### config.mk
export PLATFORM = sky130hd
export DESIGN_NAME = pad_io_cell
export DESIGN_NICKNAME = d
export VERILOG_FILES = /design/src/rtl/pad_io_cell.sv
export SDC_FILE = /design/constraint.sdc
export NUM_CORES = 1
export LEC_CHECK = 0
export BUFFER_PORTS_ARGS = -buffer_cell sky130_fd_sc_hd__buf_2
export CAP_MARGIN = 40
export CORE_AREA = 2 2 39 41
export CTS_CLUSTER_SIZE = 16
export DETAILED_ROUTE_END_ITERATION = 10
export DIE_AREA = 0 0 41 43
export HOLD_SLACK_MARGIN = 0.08
export SLEW_MARGIN = 5
export SYNTH_ARGS = -nofsm -noshare
export SYNTH_HDL_FRONTEND = slang
export SYNTH_SLANG_ARGS = --single-unit
### constraint.sdc
create_clock -name clk -period 1.95 [get_ports clk]
set_clock_uncertainty 0.05 [all_clocks]
set_input_delay 0 -clock clk [delete_from_list [all_inputs] [get_ports clk]]
set_output_delay 0 -clock clk [all_outputs]
set_load 0.02 [all_outputs]
### src/rtl/pad_io_cell.sv
module pad_io_cell #(
  parameter int MUX_N = 8,
  parameter int NCLK  = 4
) (
  input  logic                     clk,
  input  logic                     rst_n,
  input  logic [MUX_N-1:0]         mc_out,
  input  logic [$clog2(MUX_N)-1:0] mc_sel,
  input  logic                     oe_term,
  output logic                     pad_out,
  output logic                     pad_oe,
  input  logic                     pad_in,
  input  logic [NCLK-1:0]          blk_clk,
  input  logic [$clog2(NCLK)-1:0]  clk_sel,
  input  logic                     cap_mode,
  input  logic                     zht_en,
  output logic                     fb_direct,
  output logic                     fb_stored
);

  logic en, en_q, rise, dly_q, cap_d, cap_q, load;

  assign pad_out   = mc_out[mc_sel];
  assign pad_oe    = oe_term;
  assign fb_direct = pad_in;

  assign en    = blk_clk[clk_sel];
  assign rise  = en & ~en_q;
  assign cap_d = zht_en ? dly_q : pad_in;
  assign load  = cap_mode ? en : rise;

  always_ff @(posedge clk or negedge rst_n) begin
    if (!rst_n) begin
      en_q  <= 1'b0;
      dly_q <= 1'b0;
      cap_q <= 1'b0;
    end else begin
      en_q  <= en;
      dly_q <= pad_in;
      if (load) cap_q <= cap_d;
    end
  end

  assign fb_stored = (cap_mode && en) ? cap_d : cap_q;

  logic [1:0] age_q;
  always_ff @(posedge clk or negedge rst_n) begin
    if (!rst_n) age_q <= 2'd0;
    else if (age_q != 2'd3) age_q <= age_q + 2'd1;
  end

  p_reg_hold_r4: assert property (@(posedge clk) disable iff (!rst_n)
    (!cap_mode && !(en && !en_q)) |=> $stable(cap_q));

  p_reg_load_r4: assert property (@(posedge clk) disable iff (!rst_n)
    (!cap_mode && en && !en_q && !zht_en) |=> cap_q == $past(pad_in));

  p_zht_delay_r6: assert property (@(posedge clk) disable iff (!rst_n)
    (age_q == 2'd3 && !cap_mode && en && !en_q && zht_en) |=> cap_q == $past(pad_in, 2));

  p_latch_closed_r5: assert property (@(posedge clk) disable iff (!rst_n)
    (cap_mode && !en) |=> (cap_q == $past(cap_q)));

endmodule

==> results of run 1 <==
synthesized netlist by cell type:
cell                      instances  share of area [%]
sky130_fd_sc_hd__dfrtp_1          3                 34
sky130_fd_sc_hd__mux2_2           2                 10
sky130_fd_sc_hd__inv_1            1                1.7
sky130_fd_sc_hd__mux2_1           2                 10
sky130_fd_sc_hd__o21ai_2          1                4.0
sky130_fd_sc_hd__mux4_2           3                 31
sky130_fd_sc_hd__nand2_1          1                1.7
sky130_fd_sc_hd__buf_4            2                6.9
cells by family after synthesis:
| kind of cell | share of synthesized area, % |
|---|---|
| buffers and inverters | 8.57 |
| AO/OA/AOI/OAI | 4.00 |
| multiplexers | 51.4 |
| flip-flops | 34.3 |
| AND/OR/NAND/NOR | 1.71 |
what timing repair did:
item / 4_1_cts / 5_1_grt
hold endpoints to repair: 6 / 0
hold buffers: 5 / 0
setup buffers: 0 / 0
path summary, 6_finish.rpt:
check                                   from           endpoint  slack [ns]  cells after the start
max                               clk_sel[1]          fb_stored        0.37                      6
min                                   zht_en  cap_q$_DFFE_PN0P_        0.09                      3
max reg2reg                  dly_q$_DFF_PN0_  cap_q$_DFFE_PN0P_        0.90                      2
min reg2reg                cap_q$_DFFE_PN0P_  cap_q$_DFFE_PN0P_        0.44                      1
max in group asynchronous              rst_n    dly_q$_DFF_PN0_        1.11                      3
min in group asynchronous              rst_n  cap_q$_DFFE_PN0P_        0.59                      3
report_power, final:
part / leakage (nW) / internal (mW) / switching, mW
sequential: 0.0350 / 0.0704 / 0.00274
clock: 0.0150 / 0.0766 / 0.0311
combinational: 0.160 / 0.0476 / 0.0331
metrics by stage:
| stage | utilization, % | instance area, um^2 | hold slack [ns] | cells |
|---|---|---|---|---|
| 3_5_place_dp | 24.9 | 344 | -0.251 | 53 |
| 5_1_grt | 30.4 | 420 | 0.0879 | 62 |
| 2_1_floorplan | - | 219 | -0.346 | 15 |
| 3_3_place_gp | 24.9 | 344 | -0.253 | 53 |
| 4_1_cts | 30.4 | 420 | 0.0822 | 62 |
| 6_report | 30.4 | 420 | 0.0873 | 62 |
sequential cells by signal (all words and copies together), names as in the netlist:
signal and count:
cap_q 1, en_q 1, dly_q 1
layout make-up:
class	count	share of cell area [%]
Inverter	1	0.893
Timing Repair Buffer	29	40.5
Sequential cell	3	17.9
Tap cell	16	4.76
Multi-Input combinational cell	9	29.8
Clock buffer	4	6.25
critical path, cell delays in order:
cell and delay, ns:
sky130_fd_sc_hd__dlygate4sd3_1 0.53, sky130_fd_sc_hd__buf_2 0.12, sky130_fd_sc_hd__mux4_2 0.31, sky130_fd_sc_hd__nand2_1 0.10, sky130_fd_sc_hd__mux2_1 0.31, sky130_fd_sc_hd__buf_2 0.16
metal layers:
metal  GRT usage [%]  routed length [um]
met1            4.61                 177
met2            12.2                 264
met3            6.28                  69
met4            6.00                  16
met5               0                   0
==> results.ini, run 1 <==
[status]
run_status=finished clean

[global_routing]
grt_antenna_before_repair=0
vias_in_the_first_global_route=264
global_route_wire_length_before_repair_um=821
grtUsageTotal_pct=7.48
gr-total-overflow=0
grt_start_max_net_pins=4

[cells_and_area]
fillers=150
layout_commonest_cell=sky130_fd_sc_hd__buf_2
final-seq-area_um2=75.1
area_delta_synth_final_pct=92.0
drive_gt1_share_pct=71.7
multi_input_comb_area_um2=125
mostFrequentLayoutCells=24 x sky130_fd_sc_hd__buf_2, 5 x sky130_fd_sc_hd__dlygate4sd3_1, 3 x sky130_fd_sc_hd__mux4_2, 3 x sky130_fd_sc_hd__dfrtp_1, 3 x sky130_fd_sc_hd__clkbuf_4
antenna_cells_inserted=0
nNetsFinal=70

[sta]
final.setup.worst_slack_ns=0.365
setup_viol=0
rsz_0062_raised_after_global_routing=no
totalNegativeSetupSlack_ns=0
slew-limit-headroom_pct=85.9
clock.fmax_mhz=631
final.period_utilization_pct=81.3
measured_slew_at_the_worst_slew_check_pin_ns=0.211
min_clock_period_post_route_ns=1.58
hold_viol_final=0
slew_violations=0

[route]
routed_wl_um=528
wl_per_cell_um=8.52
drcViolationCount=0
drt_first_iter_violations=4
dr_total_vias=247
antenna_violating_nets_post_route=0
drt_pass1_iterations=2
viasPerCell=3.98

[placed_design]
place.gp.congestion=0.641
place.detailed.hpwl_um=448
dpl_worst_slack_ns=0.719
port-buffer-count=24

[clock_network]
clk-insertion-delay-late_ns=0.23
cts_root_buffer=sky130_fd_sc_hd__clkbuf_4
clockBufferDepth=2
cts_made_buffers=3
cts_repair_resize_count=0
clkSlewWorstSetupHoldPaths_ns=0.03
htree_levels=1
cts.sink_count=3
cts_tree=built

[die]
placementRows=14
dieArea_um2=1760
placeableCoreArea_um2=1380
top_level_ports=27
fp.dieH_um=43
initial_core_util_pct=15.8
die_x_um=41

[critical_path]
startpoint_type=primary input
timing.critical_path.fanout_max=3
critical_path_arrival_ns=1.53
worst-setup-path-type=primary input to primary output
required_ns=1.90
setup.worst_path.end_class=primary output

[worst_hold_path]
worst_hold_class=primary input to flip-flop

[pwr]
vdd_drop_max_mv=0.234
power_density_nw_per_um2=622
report.power.total_mw=0.262
leakage_nw=0.210

[yosys]
synth-seq-area-share_pct=34.3
yosysWarnings=0
synthesis.instances=15
synth_cell_types=8
synth.cell_area_um2=219
syn-mean-instance-area_um2=14.6
mappedNetlistNets=38
synth-seq-cells=3

[run]
cap_viol_max_count=0

Power figures use the tool's default switching activity.
==> run 2, diff against run 1 <==
- clock period: 1.95 -> 1.6 ns (I/O delays scaled with it)
==> run 2 against run 1 <==
  * Flip-flop and latch count unchanged
  * First-iteration DRC count shrank 50%
  * Critical path type unchanged
  * Count of clock-buffer cells in the layout stayed put
  * Combinational power up 47%
  * Power rose by 32%
  * Largest power group unchanged
  * Largest cell class unchanged
  * Global-route usage grew 1.0 points
  * Cell count rose by 3.2%
==> results.ini, run 2 (synthesis gave the netlist of run 1 again) <==
[critical_path]
critical_path_arrival_ns=1.50  ; was 1.53 ns
setup.worst_path.end_class=primary output  ; unchanged
worst-setup-path-type=primary input to primary output  ; unchanged
cp_slowest_stage_delay_ns=0.53  ; about the same
startpoint_type=primary input  ; unchanged
required_ns=1.55  ; was 1.90 ns
critical_path.slowest_cell=sky130_fd_sc_hd__dlygate4sd3_1  ; unchanged
worstPathCellList=dlygate4sd3_1 -> buf_2 -> mux4_2 -> nand2_2 -> mux2_4 -> buf_6  ; was dlygate4sd3_1 -> buf_2 -> mux4_2 -> nand2_1 -> mux2_1 -> buf_2
timing.critical_path.fanout_max=3  ; unchanged

[sta]
slew-limit-headroom_pct=85.9  ; unchanged
totalNegativeSetupSlack_ns=0  ; unchanged
worst_hold_check_slack_ns=0.0917  ; was 0.0873 ns
final.period_utilization_pct=96.6
setup_viol=0  ; unchanged
slew_violations=0  ; unchanged
hold_viol_final=0  ; unchanged
final.setup.worst_slack_ns=0.0540  ; was 0.365 ns
measured_slew_at_the_worst_slew_check_pin_ns=0.211  ; about the same
clock.fmax_mhz=647
min_clock_period_post_route_ns=1.55
rsz_0062_raised_after_global_routing=no  ; unchanged

[route]
drcViolationCount=0  ; unchanged
routed_wl_um=602  ; was 528 um
antenna_violating_nets_post_route=0  ; unchanged
wl_per_cell_um=9.41  ; was 8.52 um
dr_total_vias=253  ; was 247
m1WireLength_um=161  ; was 177 um
drt_first_iter_violations=2  ; was 4
highest-signal-layer=met3  ; was met4
drt_pass1_iterations=2  ; unchanged
dr_wl_met3_um=87  ; was 69 um
viasPerCell=3.95  ; was 3.98
wl_met2_um=353  ; was 264 um

[worst_hold_path]
worst_hold_class=primary input to flip-flop  ; unchanged

[run]
cap_viol_max_count=0  ; unchanged

[global_routing]
global_route_wire_length_before_repair_um=966  ; was 821 um
vias_in_the_first_global_route=271  ; was 264
grt_start_max_net_pins=4  ; unchanged
grt_antenna_before_repair=0  ; unchanged
grtUsageTotal_pct=8.48  ; was 7.48%
gr-total-overflow=0  ; unchanged

[clock_network]
cts.sink_count=3  ; unchanged
htree_levels=1  ; unchanged
cts_tree=built  ; unchanged
clk-insertion-delay-late_ns=0.24  ; was 0.23 ns
cts_made_buffers=3  ; unchanged
cts_root_buffer=sky130_fd_sc_hd__clkbuf_4  ; unchanged
clockBufferDepth=2  ; unchanged
clkSlewWorstSetupHoldPaths_ns=0.04  ; was 0.03 ns

[pwr]
combinationalPowerShare_pct=34.5  ; was 30.9%
vdd_drop_max_mv=0.425  ; was 0.234 mV
power_switching_share_pct=26.6  ; was 25.6%
leakage_nw=0.226  ; was 0.210 nW
power_density_nw_per_um2=768  ; was 622 nW/um^2
netSwitchingPower_mw=0.0921  ; was 0.0670 mW
p_int_mw=0.254  ; was 0.195 mW
report.power.total_mw=0.346  ; was 0.262 mW
clockPowerShare_pct=39.6  ; was 41.2%
seq_power_share_pct=25.9  ; was 28.0%

[die]
placeableCoreArea_um2=1380  ; unchanged
die_x_um=41  ; unchanged
dieArea_um2=1760  ; unchanged
placementRows=14  ; unchanged
top_level_ports=27  ; unchanged
initial_core_util_pct=15.8  ; unchanged
fp.dieH_um=43  ; unchanged

[status]
run_status=finished clean  ; unchanged

[cells_and_area]
fillers=150  ; unchanged
mostFrequentLayoutCells=23 x sky130_fd_sc_hd__buf_2, 6 x sky130_fd_sc_hd__dlygate4sd3_1, 3 x sky130_fd_sc_hd__mux4_2, 3 x sky130_fd_sc_hd__dfrtp_1, 3 x sky130_fd_sc_hd__clkbuf_4  ; was 24 x sky130_fd_sc_hd__buf_2, 5 x sky130_fd_sc_hd__dlygate4sd3_1, 3 x sky130_fd_sc_hd__mux4_2, 3 x sky130_fd_sc_hd__dfrtp_1, 3 x sky130_fd_sc_hd__clkbuf_4
multi_input_comb_area_um2=131  ; was 125 um^2
layout_commonest_cell=sky130_fd_sc_hd__buf_2  ; unchanged
area_delta_synth_final_pct=106  ; was 92.0%
drive_gt1_share_pct=75.0  ; was 71.7%
largest_registers=cap_q (1), dly_q (1), en_q (1)  ; unchanged
layout.core_utilization_pct=32.5  ; was 30.4%
nNetsFinal=72  ; was 70
final-seq-area_um2=75.1  ; unchanged
antenna_cells_inserted=0  ; unchanged

[placed_design]
dpl_worst_slack_ns=0.370  ; was 0.719 ns
port-buffer-count=24  ; unchanged
place.gp.congestion=0.670  ; was 0.641

[run 2: power groups by stage]
stage / clock, mW / combinational [mW] / sequential [mW]
after floorplan: 0 / 0.0538 / 0.0892
after global placement: 0 / 0.0875 / 0.0905
after detailed placement: 0 / 0.0879 / 0.0906
after CTS: 0.144 / 0.101 / 0.0896
after global routing: 0.150 / 0.130 / 0.0906
final: 0.137 / 0.119 / 0.0897
[run 2: layer usage]
metal	GRT usage, %	up-vias
li1	-	121
met1	7.87	118
met2	13.1	14
met3	7.85	0
met4	2.00	0
met5	0	-
[run 2: per-stage QoR]
step,area (um^2),cells
3_5_place_dp,344,53
3_3_place_gp,344,53
6_report,450,64
2_1_floorplan,219,15
5_1_grt,450,64
4_1_cts,430,63
[run 2: layout make-up]
class / count / area share (%)
timing repair buffer: 31 / 43.1
sequential: 3 / 16.7
multi-input combinational: 9 / 29.2
tap: 16 / 4.44
inverter: 1 / 0.833
clock buffer: 4 / 5.83
[run 2: worst paths after layout]
| path | from | end | slack (ns) | cells past startpoint |
|---|---|---|---|---|
| hold reg to reg | cap_q$_DFFE_PN0P_ | cap_q$_DFFE_PN0P_ | 0.45 | 1 |
| min in group asynchronous | rst_n | cap_q$_DFFE_PN0P_ | 0.58 | 3 |
| hold / removal | blk_clk[3] | en_q$_DFF_PN0_ | 0.09 | 2 |
| setup / recovery | clk_sel[1] | fb_stored | 0.05 | 6 |
| max in group asynchronous | rst_n | dly_q$_DFF_PN0_ | 0.77 | 3 |
| setup reg to reg | dly_q$_DFF_PN0_ | cap_q$_DFFE_PN0P_ | 0.54 | 2 |
[run 2: critical path: cells and delay by family]
family | cells | cell delay [ns]
mux | 2 | 0.62
buf+inv | 3 | 0.78
simple gates | 1 | 0.09
[run 2: repair_timing]
item                                    CTS  global route
hold buffers                              6             0
endpoints found under the setup margin    0             1
gates resized for setup                   0             4
buffers inserted                          0             1
hold endpoints to repair                  7             0
==> run 3, diff against run 2 <==
- SETUP_SLACK_MARGIN: default -> 0.3
==> run 3 against run 2 <==
  * Count of clock-buffer cells in the layout is the same
  * Power shrank 0.24%
  * Largest power group unchanged
  * Cell count shrank 1.6%
  * Highest routed layer unchanged
  * Sequential power is essentially flat
==> results.ini, run 3 (synthesis gave the netlist of run 1 again) <==
[status]
run_status=finished clean  ; unchanged

[clock_network]
htree_levels=1  ; unchanged
clockBufferDepth=2  ; unchanged
cts_tree=built  ; unchanged
cts_made_buffers=3  ; unchanged
cts.sink_count=3  ; unchanged
clkSlewWorstSetupHoldPaths_ns=0.04  ; about the same
clk-insertion-delay-late_ns=0.24  ; about the same
cts_root_buffer=sky130_fd_sc_hd__clkbuf_4  ; unchanged

[placed_design]
place.gp.congestion=0.670  ; unchanged
dpl_worst_slack_ns=0.370  ; unchanged
port-buffer-count=24  ; unchanged

[global_routing]
gr-total-overflow=0  ; unchanged
grt_antenna_before_repair=0  ; unchanged
grt_start_max_net_pins=4  ; unchanged
global_route_wire_length_before_repair_um=931  ; was 966 um
vias_in_the_first_global_route=259  ; was 271
grtUsageTotal_pct=8.18  ; was 8.48%

[worst_hold_path]
worstHoldStart=pad_in  ; was blk_clk[3]
timing.hold.worst_path_depth=3  ; was 2
worst_hold_class=primary input to flip-flop  ; unchanged
worstHoldEndpoint=cap_q$_DFFE_PN0P_  ; was en_q$_DFF_PN0_

[cells_and_area]
layout_commonest_cell=sky130_fd_sc_hd__buf_2  ; unchanged
mostFrequentLayoutCells=23 x sky130_fd_sc_hd__buf_2, 6 x sky130_fd_sc_hd__dlygate4sd3_1, 3 x sky130_fd_sc_hd__mux4_2, 3 x sky130_fd_sc_hd__dfrtp_1, 3 x sky130_fd_sc_hd__clkbuf_4  ; unchanged
final-seq-area_um2=75.1  ; unchanged
area_delta_synth_final_pct=103  ; was 106%
nNetsFinal=71  ; was 72
fillers=146  ; was 150
drive_gt1_share_pct=72.3  ; was 75.0%
antenna_cells_inserted=0  ; unchanged
largest_registers=cap_q (1), dly_q (1), en_q (1)  ; unchanged
multi_input_comb_area_um2=133  ; was 131 um^2

[sta]
clock.fmax_mhz=763  ; was 647 MHz
slew-limit-headroom_pct=85.9  ; unchanged
worst_hold_check_slack_ns=0.101  ; was 0.0917 ns
final.period_utilization_pct=81.9  ; was 96.6%
min_clock_period_post_route_ns=1.31  ; was 1.55 ns
rsz_0062_raised_after_global_routing=yes  ; was no
measured_slew_at_the_worst_slew_check_pin_ns=0.211  ; unchanged
hold_viol_final=0  ; unchanged
setup_viol=0  ; unchanged
slew_violations=0  ; unchanged
final.setup.worst_slack_ns=0.290  ; was 0.0540 ns
totalNegativeSetupSlack_ns=0  ; unchanged

[critical_path]
worstPathCellList=mux2_4 -> mux2_4 -> buf_6  ; was dlygate4sd3_1 -> buf_2 -> mux4_2 -> nand2_2 -> mux2_4 -> buf_6
critical_path_arrival_ns=1.26  ; was 1.50 ns
setup.worst_path.end_class=primary output  ; unchanged
critPathMostFrequentCell=sky130_fd_sc_hd__mux2_4
ff2ff_path_depth=2  ; unchanged
timing.rr.end=cap_q$_DFFE_PN0P_  ; unchanged
worst-setup-path-type=flip-flop to primary output  ; was primary input to primary output
critical_path.slowest_cell=sky130_fd_sc_hd__dfrtp_1  ; was sky130_fd_sc_hd__dlygate4sd3_1
timing.critical_path.fanout_max=2  ; was 3
required_ns=1.55  ; about the same
r2r_slack_ns=0.54  ; about the same
cp_slowest_stage_delay_ns=0.35  ; was 0.53 ns
crit-reg2reg-launch=dly_q$_DFF_PN0_  ; unchanged
startpoint_type=flip-flop  ; was primary input

[route]
drcViolationCount=0  ; unchanged
antenna_violating_nets_post_route=0  ; unchanged
wl_per_cell_um=8.90  ; was 9.41 um
routed_wl_um=561  ; was 602 um
dr_total_vias=245  ; was 253
viasPerCell=3.89  ; was 3.95
drt_first_iter_violations=2  ; unchanged
drt_pass1_iterations=2  ; unchanged

[die]
die_x_um=41  ; unchanged
placementRows=14  ; unchanged
placeableCoreArea_um2=1380  ; unchanged
dieArea_um2=1760  ; unchanged
initial_core_util_pct=15.8  ; unchanged
top_level_ports=27  ; unchanged
fp.dieH_um=43  ; unchanged

[run]
cap_viol_max_count=0  ; unchanged

[pwr]
vdd_drop_max_mv=0.425  ; about the same
power_density_nw_per_um2=777  ; was 768 nW/um^2
leakage_nw=0.225  ; was 0.226 nW

run 3: worst max-delay path by stage:
stage	startpoint	end	slack, ns	cells after the start
2_1_floorplan	clk_sel[0]	cap_q$_DFFE_PN0P_	0.54	3
3_3_place_gp	clk_sel[0]	fb_stored	0.38	5
3_5_place_dp	clk_sel[0]	fb_stored	0.37	5
4_1_cts	dly_q$_DFF_PN0_	fb_stored	0.28	3
5_1_grt	dly_q$_DFF_PN0_	fb_stored	0.25	3
6_report	dly_q$_DFF_PN0_	fb_stored	0.29	3
run 3: routing by layer:
metal  GRT usage (%)  wire (um)  vias up
met5               0          0        -
met4            2.00          0        0
met3            7.85         83        0
met2            11.9        301       14
met1            8.20        175      111
li1                -          -      120
run 3: report_power, final:
| group | internal [mW] | leakage, nW | switching [mW] |
|---|---|---|---|
| combinational | 0.0738 | 0.175 | 0.0429 |
| clock | 0.0938 | 0.0150 | 0.0448 |
| sequential | 0.0858 | 0.0350 | 0.00406 |
| total | 0.253 | 0.225 | 0.0918 |
run 3: repair_timing:
action / in CTS / in global routing
endpoints found under the hold margin: 7 / 0
gates cloned: 0 / 0
hold buffers: 6 / 0
resized for setup: 4 / 0
buffers inserted: 0 / 0
pin swaps: 0 / 0
setup endpoints to repair: 1 / 1
run 3: stage by stage:
| stage | util [%] | total power, mW | cell area [um^2] | instances |
|---|---|---|---|---|
| 2_1_floorplan | - | 0.143 | 219 | 15 |
| 3_3_place_gp | 24.9 | 0.178 | 344 | 53 |
| 3_5_place_dp | 24.9 | 0.178 | 344 | 53 |
| 4_1_cts | 32.1 | 0.353 | 444 | 63 |
| 5_1_grt | 32.1 | 0.370 | 444 | 63 |
| 6_report | 32.1 | 0.345 | 444 | 63 |
run 3: worst max-delay path, delay by kind of cell (launching register included):
family	cells	cell delay (ns)
buf+inv	1	0.13
flops	1	0.35
mux	2	0.53
run 3: final cells by class:
cell class,instances,area share (%)
Clock buffer,4,5.92
Inverter,1,0.845
Multi-Input combinational cell,9,29.9
Sequential cell,3,16.9
Tap cell,16,4.51
Timing Repair Buffer,30,42.0
